==> src/rtl/iqa_pkg.sv <==
package iqa_pkg;
  typedef enum logic {
    MODE_PAR = 1'b0,
    MODE_SER = 1'b1
  } iqa_mode_e;
endpackage

==> src/rtl/iqa_dclk_gen.sv <==
module iqa_dclk_gen #(
  parameter int DIV_W = 4
) (
  input  logic             clk,
  input  logic             rst,
  input  logic [DIV_W-1:0] half_cnt,
  input  logic             pin_en,
  output logic             rise_stb,
  output logic             dclk_pin
);
  logic [DIV_W-1:0] cnt_q;
  logic             phase_q;
  logic             wrap;

  assign wrap     = (cnt_q >= half_cnt);
  assign rise_stb = wrap && !phase_q;

  always_ff @(posedge clk) begin
    if (rst) begin
      cnt_q    <= '0;
      phase_q  <= 1'b0;
      dclk_pin <= 1'b0;
    end else if (wrap) begin
      cnt_q    <= '0;
      phase_q  <= ~phase_q;
      dclk_pin <= ~phase_q & pin_en;
    end else begin
      cnt_q    <= cnt_q + 1'b1;
      dclk_pin <= phase_q & pin_en;
    end
  end

  p_pin_off_r2: assert property (@(posedge clk) disable iff (rst)
    !$past(pin_en) |-> !dclk_pin);
endmodule

==> src/rtl/iqa_par_capture.sv <==
module iqa_par_capture #(
  parameter int W = 16
) (
  input  logic         clk,
  input  logic         rst,
  input  logic         adv,
  input  logic         clr,
  input  logic [W-1:0] word_in,
  output logic         done,
  output logic [W-1:0] i_word,
  output logic [W-1:0] q_word
);
  logic         want_q;
  logic [W-1:0] i_hold;

  assign done   = adv && want_q;
  assign i_word = i_hold;
  assign q_word = word_in;

  always_ff @(posedge clk) begin
    if (rst || clr) begin
      want_q <= 1'b0;
      i_hold <= '0;
    end else if (adv) begin
      want_q <= ~want_q;
      if (!want_q) i_hold <= word_in;
    end
  end
endmodule

==> src/rtl/iqa_ser_capture.sv <==
module iqa_ser_capture #(
  parameter int W = 16
) (
  input  logic         clk,
  input  logic         rst,
  input  logic         adv,
  input  logic         clr,
  input  logic         bit_i,
  input  logic         bit_q,
  output logic         done,
  output logic [W-1:0] i_word,
  output logic [W-1:0] q_word
);
  localparam int CNT_W = $clog2(W);
  localparam int LANES = 2;

  logic [CNT_W-1:0] bit_cnt;
  logic [LANES-1:0] lane_bit;
  logic [W-1:0]     lane_word [LANES];

  assign lane_bit = {bit_q, bit_i};
  assign done     = adv && (bit_cnt == CNT_W'(W-1));
  assign i_word   = lane_word[0];
  assign q_word   = lane_word[1];

  always_ff @(posedge clk) begin
    if (rst || clr) bit_cnt <= '0;
    else if (adv)   bit_cnt <= bit_cnt + 1'b1;
  end

  for (genvar g = 0; g < LANES; g++) begin : g_lane
    logic [W-1:0] sr_q;
    always_ff @(posedge clk) begin
      if (rst || clr) sr_q <= '0;
      else if (adv)   sr_q <= {sr_q[W-2:0], lane_bit[g]};
    end
    assign lane_word[g] = {sr_q[W-2:0], lane_bit[g]};
  end
endmodule

==> src/rtl/iq_input_assembler.sv <==
module iq_input_assembler
  import iqa_pkg::*;
#(
  parameter int W     = 16,
  parameter int DIV_W = 4
) (
  input  logic             clk,
  input  logic             rst,
  input  logic [DIV_W-1:0] div_half,
  input  logic             dclk_out_en,
  input  logic             mode_sel,
  input  logic             tx_en,
  input  logic [W-1:0]     par_data,
  input  logic             ser_i,
  input  logic             ser_q,
  output logic             data_clk,
  output logic [W-1:0]     i_out,
  output logic [W-1:0]     q_out,
  output logic             out_valid
);
  iqa_mode_e    mode_q;
  logic         rise_stb;
  logic         clr;
  logic         par_adv, ser_adv;
  logic         par_done, ser_done;
  logic [W-1:0] par_i, par_q, ser_iw, ser_qw;

  assign clr     = !tx_en;
  assign par_adv = rise_stb && tx_en && (mode_q == MODE_PAR);
  assign ser_adv = rise_stb && tx_en && (mode_q == MODE_SER);

  iqa_dclk_gen #(.DIV_W(DIV_W)) u_dclk (
    .clk(clk), .rst(rst), .half_cnt(div_half), .pin_en(dclk_out_en),
    .rise_stb(rise_stb), .dclk_pin(data_clk)
  );

  iqa_par_capture #(.W(W)) u_par (
    .clk(clk), .rst(rst), .adv(par_adv), .clr(clr), .word_in(par_data),
    .done(par_done), .i_word(par_i), .q_word(par_q)
  );

  iqa_ser_capture #(.W(W)) u_ser (
    .clk(clk), .rst(rst), .adv(ser_adv), .clr(clr), .bit_i(ser_i),
    .bit_q(ser_q), .done(ser_done), .i_word(ser_iw), .q_word(ser_qw)
  );

  always_ff @(posedge clk) begin
    if (rst)         mode_q <= MODE_PAR;
    else if (!tx_en) mode_q <= iqa_mode_e'(mode_sel);
  end

  always_ff @(posedge clk) begin
    if (rst || !tx_en) begin
      i_out     <= '0;
      q_out     <= '0;
      out_valid <= 1'b0;
    end else begin
      out_valid <= par_done || ser_done;
      if (par_done) begin
        i_out <= par_i;
        q_out <= par_q;
      end else if (ser_done) begin
        i_out <= ser_iw;
        q_out <= ser_qw;
      end
    end
  end

  p_flush_r6: assert property (@(posedge clk) disable iff (rst)
    !$past(tx_en) |-> (i_out == '0 && q_out == '0 && !out_valid));
  p_valid_single_r4: assert property (@(posedge clk) disable iff (rst)
    out_valid |=> !out_valid);
  p_valid_in_burst_r7: assert property (@(posedge clk) disable iff (rst)
    out_valid |-> $past(tx_en));
  p_mode_hold_r8: assert property (@(posedge clk) disable iff (rst)
    $past(tx_en) |-> mode_q == $past(mode_q));
endmodule

==> config.mk <==
export PLATFORM = sky130hd
export DESIGN_NAME = iq_input_assembler
export DESIGN_NICKNAME = d
export VERILOG_FILES = /design/src/rtl/iqa_pkg.sv /design/src/rtl/iqa_dclk_gen.sv /design/src/rtl/iqa_par_capture.sv /design/src/rtl/iqa_ser_capture.sv /design/src/rtl/iq_input_assembler.sv
export SDC_FILE = /design/constraint.sdc
export NUM_CORES = 1
export LEC_CHECK = 0
export BUFFER_PORTS_ARGS = -buffer_cell sky130_fd_sc_hd__buf_4
export CAP_MARGIN = 10
export CORE_ASPECT_RATIO = 1.25
export CORE_UTILIZATION = 51
export CTS_CLUSTER_DIAMETER = 120
export DETAILED_ROUTE_END_ITERATION = 12
export GPL_ROUTABILITY_DRIVEN = 0
export PLACE_DENSITY_LB_ADDON = 0.15
export SLEW_MARGIN = 0
export SYNTH_ARGS = -nofsm -noshare
export SYNTH_HDL_FRONTEND = slang
export SYNTH_HIERARCHICAL = 1
export SYNTH_SLANG_ARGS = --single-unit
export TNS_END_PERCENT = 30
==> constraint.sdc <==
create_clock -name clk -period 2.65 [get_ports clk]
set_input_delay 0.53 -clock clk [delete_from_list [all_inputs] [get_ports clk]]
set_output_delay 0.53 -clock clk [all_outputs]
set_load 0.05 [all_outputs]
After elaboration in Yosys (flattened, before gate mapping)
Cells that the tools add are included.

storage, ports and cells
  output and inout port bits = 34
  ROM bits = 0
  input bits = 27
  latch bits = 0
  memories = 0
  register bits = 91
  memory bits (writable) = 0
  logic and storage cells = 39

cells by class
  bitwise operators = 5
  equality and inequality tests = 1
  multipliers = 0
  mux-type cells = 5
  reduce and logical (&&, ||, !) cells = 13
  $add $sub $neg = 2
  shift operators = 0
  order comparisons = 1
  div/mod/pow operators = 0

operator list
  cell                 count
  $mux 16              4
  $add 4x1->4 const B  2
  $logic_and 1x1->1    6
  $eq 4x4->1 const B   1
  $ge 4x4->1           1
  $not 1->1            3
  $and 1x1->1          2
  $logic_not 1->1      2
  $logic_or 1x1->1     2
  $reduce_and 2->1     1
  $reduce_bool 2->1    1
  $reduce_or 2->1      1
  $mux 1               1

Logic depth before layout (Yosys ltp)
  word-level depth = 7
  mapped depth = 14
  gate-level depth less buffers = 11

Modules after synthesis
The synthesis kept the hierarchy.

modules (own cells, without submodules)
  module              area an instance (µm²)  sequential area each (µm²)  cells each  instances
  iq_input_assembler  1769.2                  680.7                       154         1
  iqa_ser_capture     1306.3                  680.7                       118         1
  iqa_par_capture     788.3                   340.3                       93          1
  iqa_dclk_gen        356.6                   120.1                       36          1

Worst setup path after synthesis
Ideal clock, no wire load.

  kind = input-to-reg
  from = input div_half[2]
  to = register i_out[10]
  buffers on the path = 4
  data required time = 2.520 ns
  stages on the path = 14
  library setup time = 0.130 ns
  arrival = 2.534 ns
  slack = -0.014 ns
  cells stage by stage = inv_1 -> ha_1 -> o21ai_2 -> nor2b_4 -> a21oi_2 -> ha_1 -> and3_1 -> buf_4 -> buf_6 -> and4_1 -> buf_6 -> buf_12 -> mux2i_1 -> a211oi_2

between the ends
  longest elaborated chain between the ends = 6
  elaborated cells on any way between the ends = 9
  those cells by class = 1 x order compare; 1 x mux; 7 x reduce/logical

ends and longest elaborated chain
  what                            RTL line                  text
  from (decl)                     iq_input_assembler.sv:9   input logic [DIV_W-1:0] div_half,
  $ge 4x4->1                      iqa_dclk_gen.sv:15        assign wrap = (cnt_q >= half_cnt);
  $logic_and 1x1->1               iqa_dclk_gen.sv:16        assign rise_stb = wrap && !phase_q;
  via rise_stb                    iq_input_assembler.sv:22  logic rise_stb;
  $logic_and 1x1->1 (2 in a row)  iq_input_assembler.sv:30  assign ser_adv = rise_stb && tx_en && (mode_q == MODE_SER);
  via ser_adv                     iq_input_assembler.sv:24  logic par_adv, ser_adv;
  $logic_and 1x1->1               iqa_ser_capture.sv:22     assign done = adv && (bit_cnt == CNT_W'(W-1));
  via ser_done                    iq_input_assembler.sv:25  logic par_done, ser_done;
  $reduce_bool 2->1 (no line)     -
  to (signal assigned)            iq_input_assembler.sv:60  i_out <= par_i;
  to (signal assigned)            iq_input_assembler.sv:63  i_out <= ser_iw;
  to (decl)                       iq_input_assembler.sv:17  output logic [W-1:0] i_out,

The timed path passes the listed nets, and every way through them passes these cells.
A chain may end at the register's enable or synchronous reset.

Worst setup path after layout
  from = register u_dclk.cnt_q[2]
  to = register q_out[3]

between the ends
  longest elaborated chain between the ends = 6
  elaborated cells on any way between the ends = 9
  those cells by class = 1 x order compare; 1 x mux; 7 x reduce/logical

ends and longest elaborated chain
  what                            RTL line                  text
  from (decl)                     iqa_dclk_gen.sv:11        logic [DIV_W-1:0] cnt_q;
  from (signal assigned)          iqa_dclk_gen.sv:28        cnt_q <= cnt_q + 1'b1;
  $ge 4x4->1                      iqa_dclk_gen.sv:15
  $logic_and 1x1->1               iqa_dclk_gen.sv:16
  via rise_stb                    iq_input_assembler.sv:22
  $logic_and 1x1->1 (2 in a row)  iq_input_assembler.sv:30
  via ser_adv                     iq_input_assembler.sv:24
  $logic_and 1x1->1               iqa_ser_capture.sv:22
  via ser_done                    iq_input_assembler.sv:25
  $reduce_bool 2->1 (no line)     -
  to (signal assigned)            iq_input_assembler.sv:61  q_out <= par_q;
  to (signal assigned)            iq_input_assembler.sv:64  q_out <= ser_qw;
  to (decl)                       iq_input_assembler.sv:18  output logic [W-1:0] q_out,

The timed path passes the listed nets, and every way through them passes these cells.

==> impl_metrics.json <==
{
  "synth_top_family_by_area": "multiplexers",
  "worstPathArrival_ns": 2.65,
  "cts_resized": 0,
  "fillers": 687,
  "synth_common_cells": "91 x dfxtp_1, 64 x mux2i_1, 37 x nor2_1",
  "p_leak_uw": 0.00167,
  "yosysWarnings": 6,
  "cts_root_buf": "clkbuf_8",
  "grtUsageTotal_pct": 21.4,
  "yosys.area.top_type": "dfxtp_1",
  "synth_cells": 401,
  "startpoint_type": "flop",
  "worst_pin_slew_ns": 0.790,
  "die_x_um": 83.4,
  "antenna_found_initial": 0,
  "ir_drop_uv": 290,
  "grt_pass1_vias": 2908,
  "ys_seq_elements": 91,
  "drc": 0,
  "drive_above_1_share_pct": 32.2,
  "clockBufferDepth": 2,
  "max_freq_mhz": 415,
  "syn-num-nets": 435,
  "die_height_um": 104,
  "crit_family": "simple AND/OR/NAND/NOR gates",
  "insertion_delay_ns": 0.36,
  "cts_tree": "built",
  "area_growth_pct": 12.8,
  "fin_crit_sh_pct": 90.9,
  "cts.sinks": 91,
  "relSlewSlack_pct": 47.3,
  "cp.required_ns": 2.89,
  "io_buffer_count": 60,
  "ioPinCount": 61,
  "worstSetupEndpointType": "flop",
  "crit_path_top_delay_cell": "dfxtp_1",
  "core_area_mm2": 0.00793,
  "drv_cap": 0,
  "placed_cell_area_mm2": 0.00458,
  "synth.mux.area_fraction_pct": 15.8,
  "synth_most_common_cell": "dfxtp_1",
  "routed_wl_um": 8690,
  "synthSimpleGateAreaFrac_pct": 14.8,
  "min_path_type": "input port to flop",
  "synth_cell_type_count": 38,
  "postLayoutCoreUtil_pct": 60.0,
  "num_rows": 36,
  "layout_min_cycle_time_ns": 2.41,
  "ys.flop_type": "dfxtp_1",
  "crit_path_cell_trace": "ha_1 > o21ai_2 > nor2b_4 > a21oi_2 > ha_1 > and3_2 > and4_2 > buf_12 > mux2i_1 > a211oi_2",
  "synth_compound_area_share_pct": 13.3,
  "report.final.slew_viol_count": 0,
  "cp_max_fo": 18,
  "synth_xor_area_share_pct": 0.623,
  "n_antenna_cell": 0,
  "synth_top_area_share_pct": 43.2,
  "antenna_left": 0,
  "dieArea_mm2": 0.00865,
  "dp_hpwl_um": 6100,
  "synthAdderAreaFrac_pct": 2.08,
  "skew_ns": 0.00831,
  "cts_inserted_buffers": 9,
  "syn_area_mm2": 0.00422,
  "synth-async-reset-ratio_pct": 0,
  "slowest_delay_ns": 0.43,
  "synth.area.top_cells": "dfxtp_1 43%, mux2i_1 15%, a211oi_2 8.9%, nor2b_1 4.9%, buf_4 4.1%",
  "syn_avg_cell_area_um2": 10.5,
  "grt_pass1_wl_um": 14600,
  "finalSetupViolations": 0,
  "synth_edf_count": 0,
  "rrSetupSlack_ns": 0.24,
  "rsz0062_at_grt": "no",
  "synth-seq-area-share_pct": 43.2,
  "hold_buffers": 0,
  "critPathKind": "flop to flop",
  "nets": 477,
  "p_per_area_mw_per_mm2": 512,
  "final_hold_viol_count": 0,
  "crit_buf_inv": 1,
  "htree_levels": 3,
  "hold_slack_ns": 0.418,
  "status": "finished clean",
  "avgRoutedWirePerCell_um": 16.0,
  "vias": 2904,
  "drt_pass1_iterations": 4,
  "tns_ns": 0,
  "post_cts_buffers": 0,
  "final_cell_area_mm2": 0.00476,
  "overflow": 0,
  "path_clk_slew_ns": 0.09,
  "vias_per_cell": 5.36,
  "crit_top_cell": "ha_1",
  "drtIter0Drc": 128,
  "start_util_pct": 53.2,
  "grt_max_degree": 36
}
-- per-layer routing --
| layer | GRT usage (%) | up-vias | wire length [um] |
|---|---|---|---|
| met5 | 0 | - | 0 |
| met4 | 10.5 | 0 | 163 |
| met3 | 2.71 | 12 | 238 |
| met2 | 36.1 | 58 | 4250 |
| met1 | 26.9 | 1399 | 4030 |
| li1 | - | 1435 | - |
-- cells in the final DEF, fill, tap and decap left out, types with 7 or more instances in the layout --
cell and n:
inv_1 8, ha_1 7, mux2i_1 64, nor2_1 37
clkbuf_8 12, a21oi_1 9, a21oi_2 11, nand2_1 33
nor2b_1 33, buf_4 72, dfxtp_1 91, a211oi_2 30
-- power breakdown --
part | leakage (uW) | switching (uW) | internal [uW] | total, uW
combinational | 0.000844 | 99.8 | 77.1 | 177
clock | 0.0000953 | 460 | 411 | 870
sequential | 0.000734 | 10.7 | 1380 | 1390
total | 0.00167 | 570 | 1870 | 2440
-- registers in the layout, indices dropped and copies added (netlist names) --
name and flops:
q_out 16, i_out 16, out_valid 1, u_dclk/cnt_q 4, u_ser/bit_cnt 4, mode_q 1
u_par/want_q 1, u_dclk/dclk_pin 1, u_dclk/phase_q 1, u_ser/g_lane.sr_q 30, u_par/i_word 16
-- cell families after synthesis --
logic type | after synthesis
and+or+nand+nor | 125
adders and majority gates | 7
muxes | 66
AOI/OAI and AO/OA | 55
buffers and inverters | 54
DFF | 91
xor gates and xnor gates | 3
-- path summary, 6_finish.rpt --
kind	startpoint	to	cells after the start
max reg2reg	u_dclk/cnt_q[2]	q_out[3]	10
max	u_dclk/cnt_q[2]	q_out[3]	10
min reg2reg	u_par/i_word[11]	u_par/i_word[11]	2
min	ser_q	u_ser/g_lane[1].sr_q[0]	3
-- layout make-up --
cell class | count | area (um^2) | area share (%)
clock inverters | 2 | 10.0 | 0.210
multi-input cells | 256 | 1970 | 41.4
flip-flops and latches | 91 | 1820 | 38.3
well taps | 95 | 119 | 2.50
inverters | 8 | 30.0 | 0.631
clock buffers | 13 | 169 | 3.55
repair buffers | 77 | 641 | 13.5
-- worst register-to-register path, cell delays in order (launching register included) --
cell and delay, ns:
dfxtp_1 0.43, ha_1 0.27, o21ai_2 0.09, nor2b_4 0.12, a21oi_2 0.13, ha_1 0.19
and3_2 0.22, and4_2 0.28, buf_12 0.20, mux2i_1 0.27, a211oi_2 0.10
-- per-stage QoR --
step | std cells | total power (uW) | setup WS, ns
floorplan | 401 | 1550 | 0.0110
global placement | 527 | 1590 | 0.121
detailed placement | 527 | 1600 | -0.00750
CTS | 542 | 2460 | 0.258
global route | 542 | 2540 | 0.145
finish | 542 | 2440 | 0.242
No activity file was read; power rests on OpenSTA's default activity.
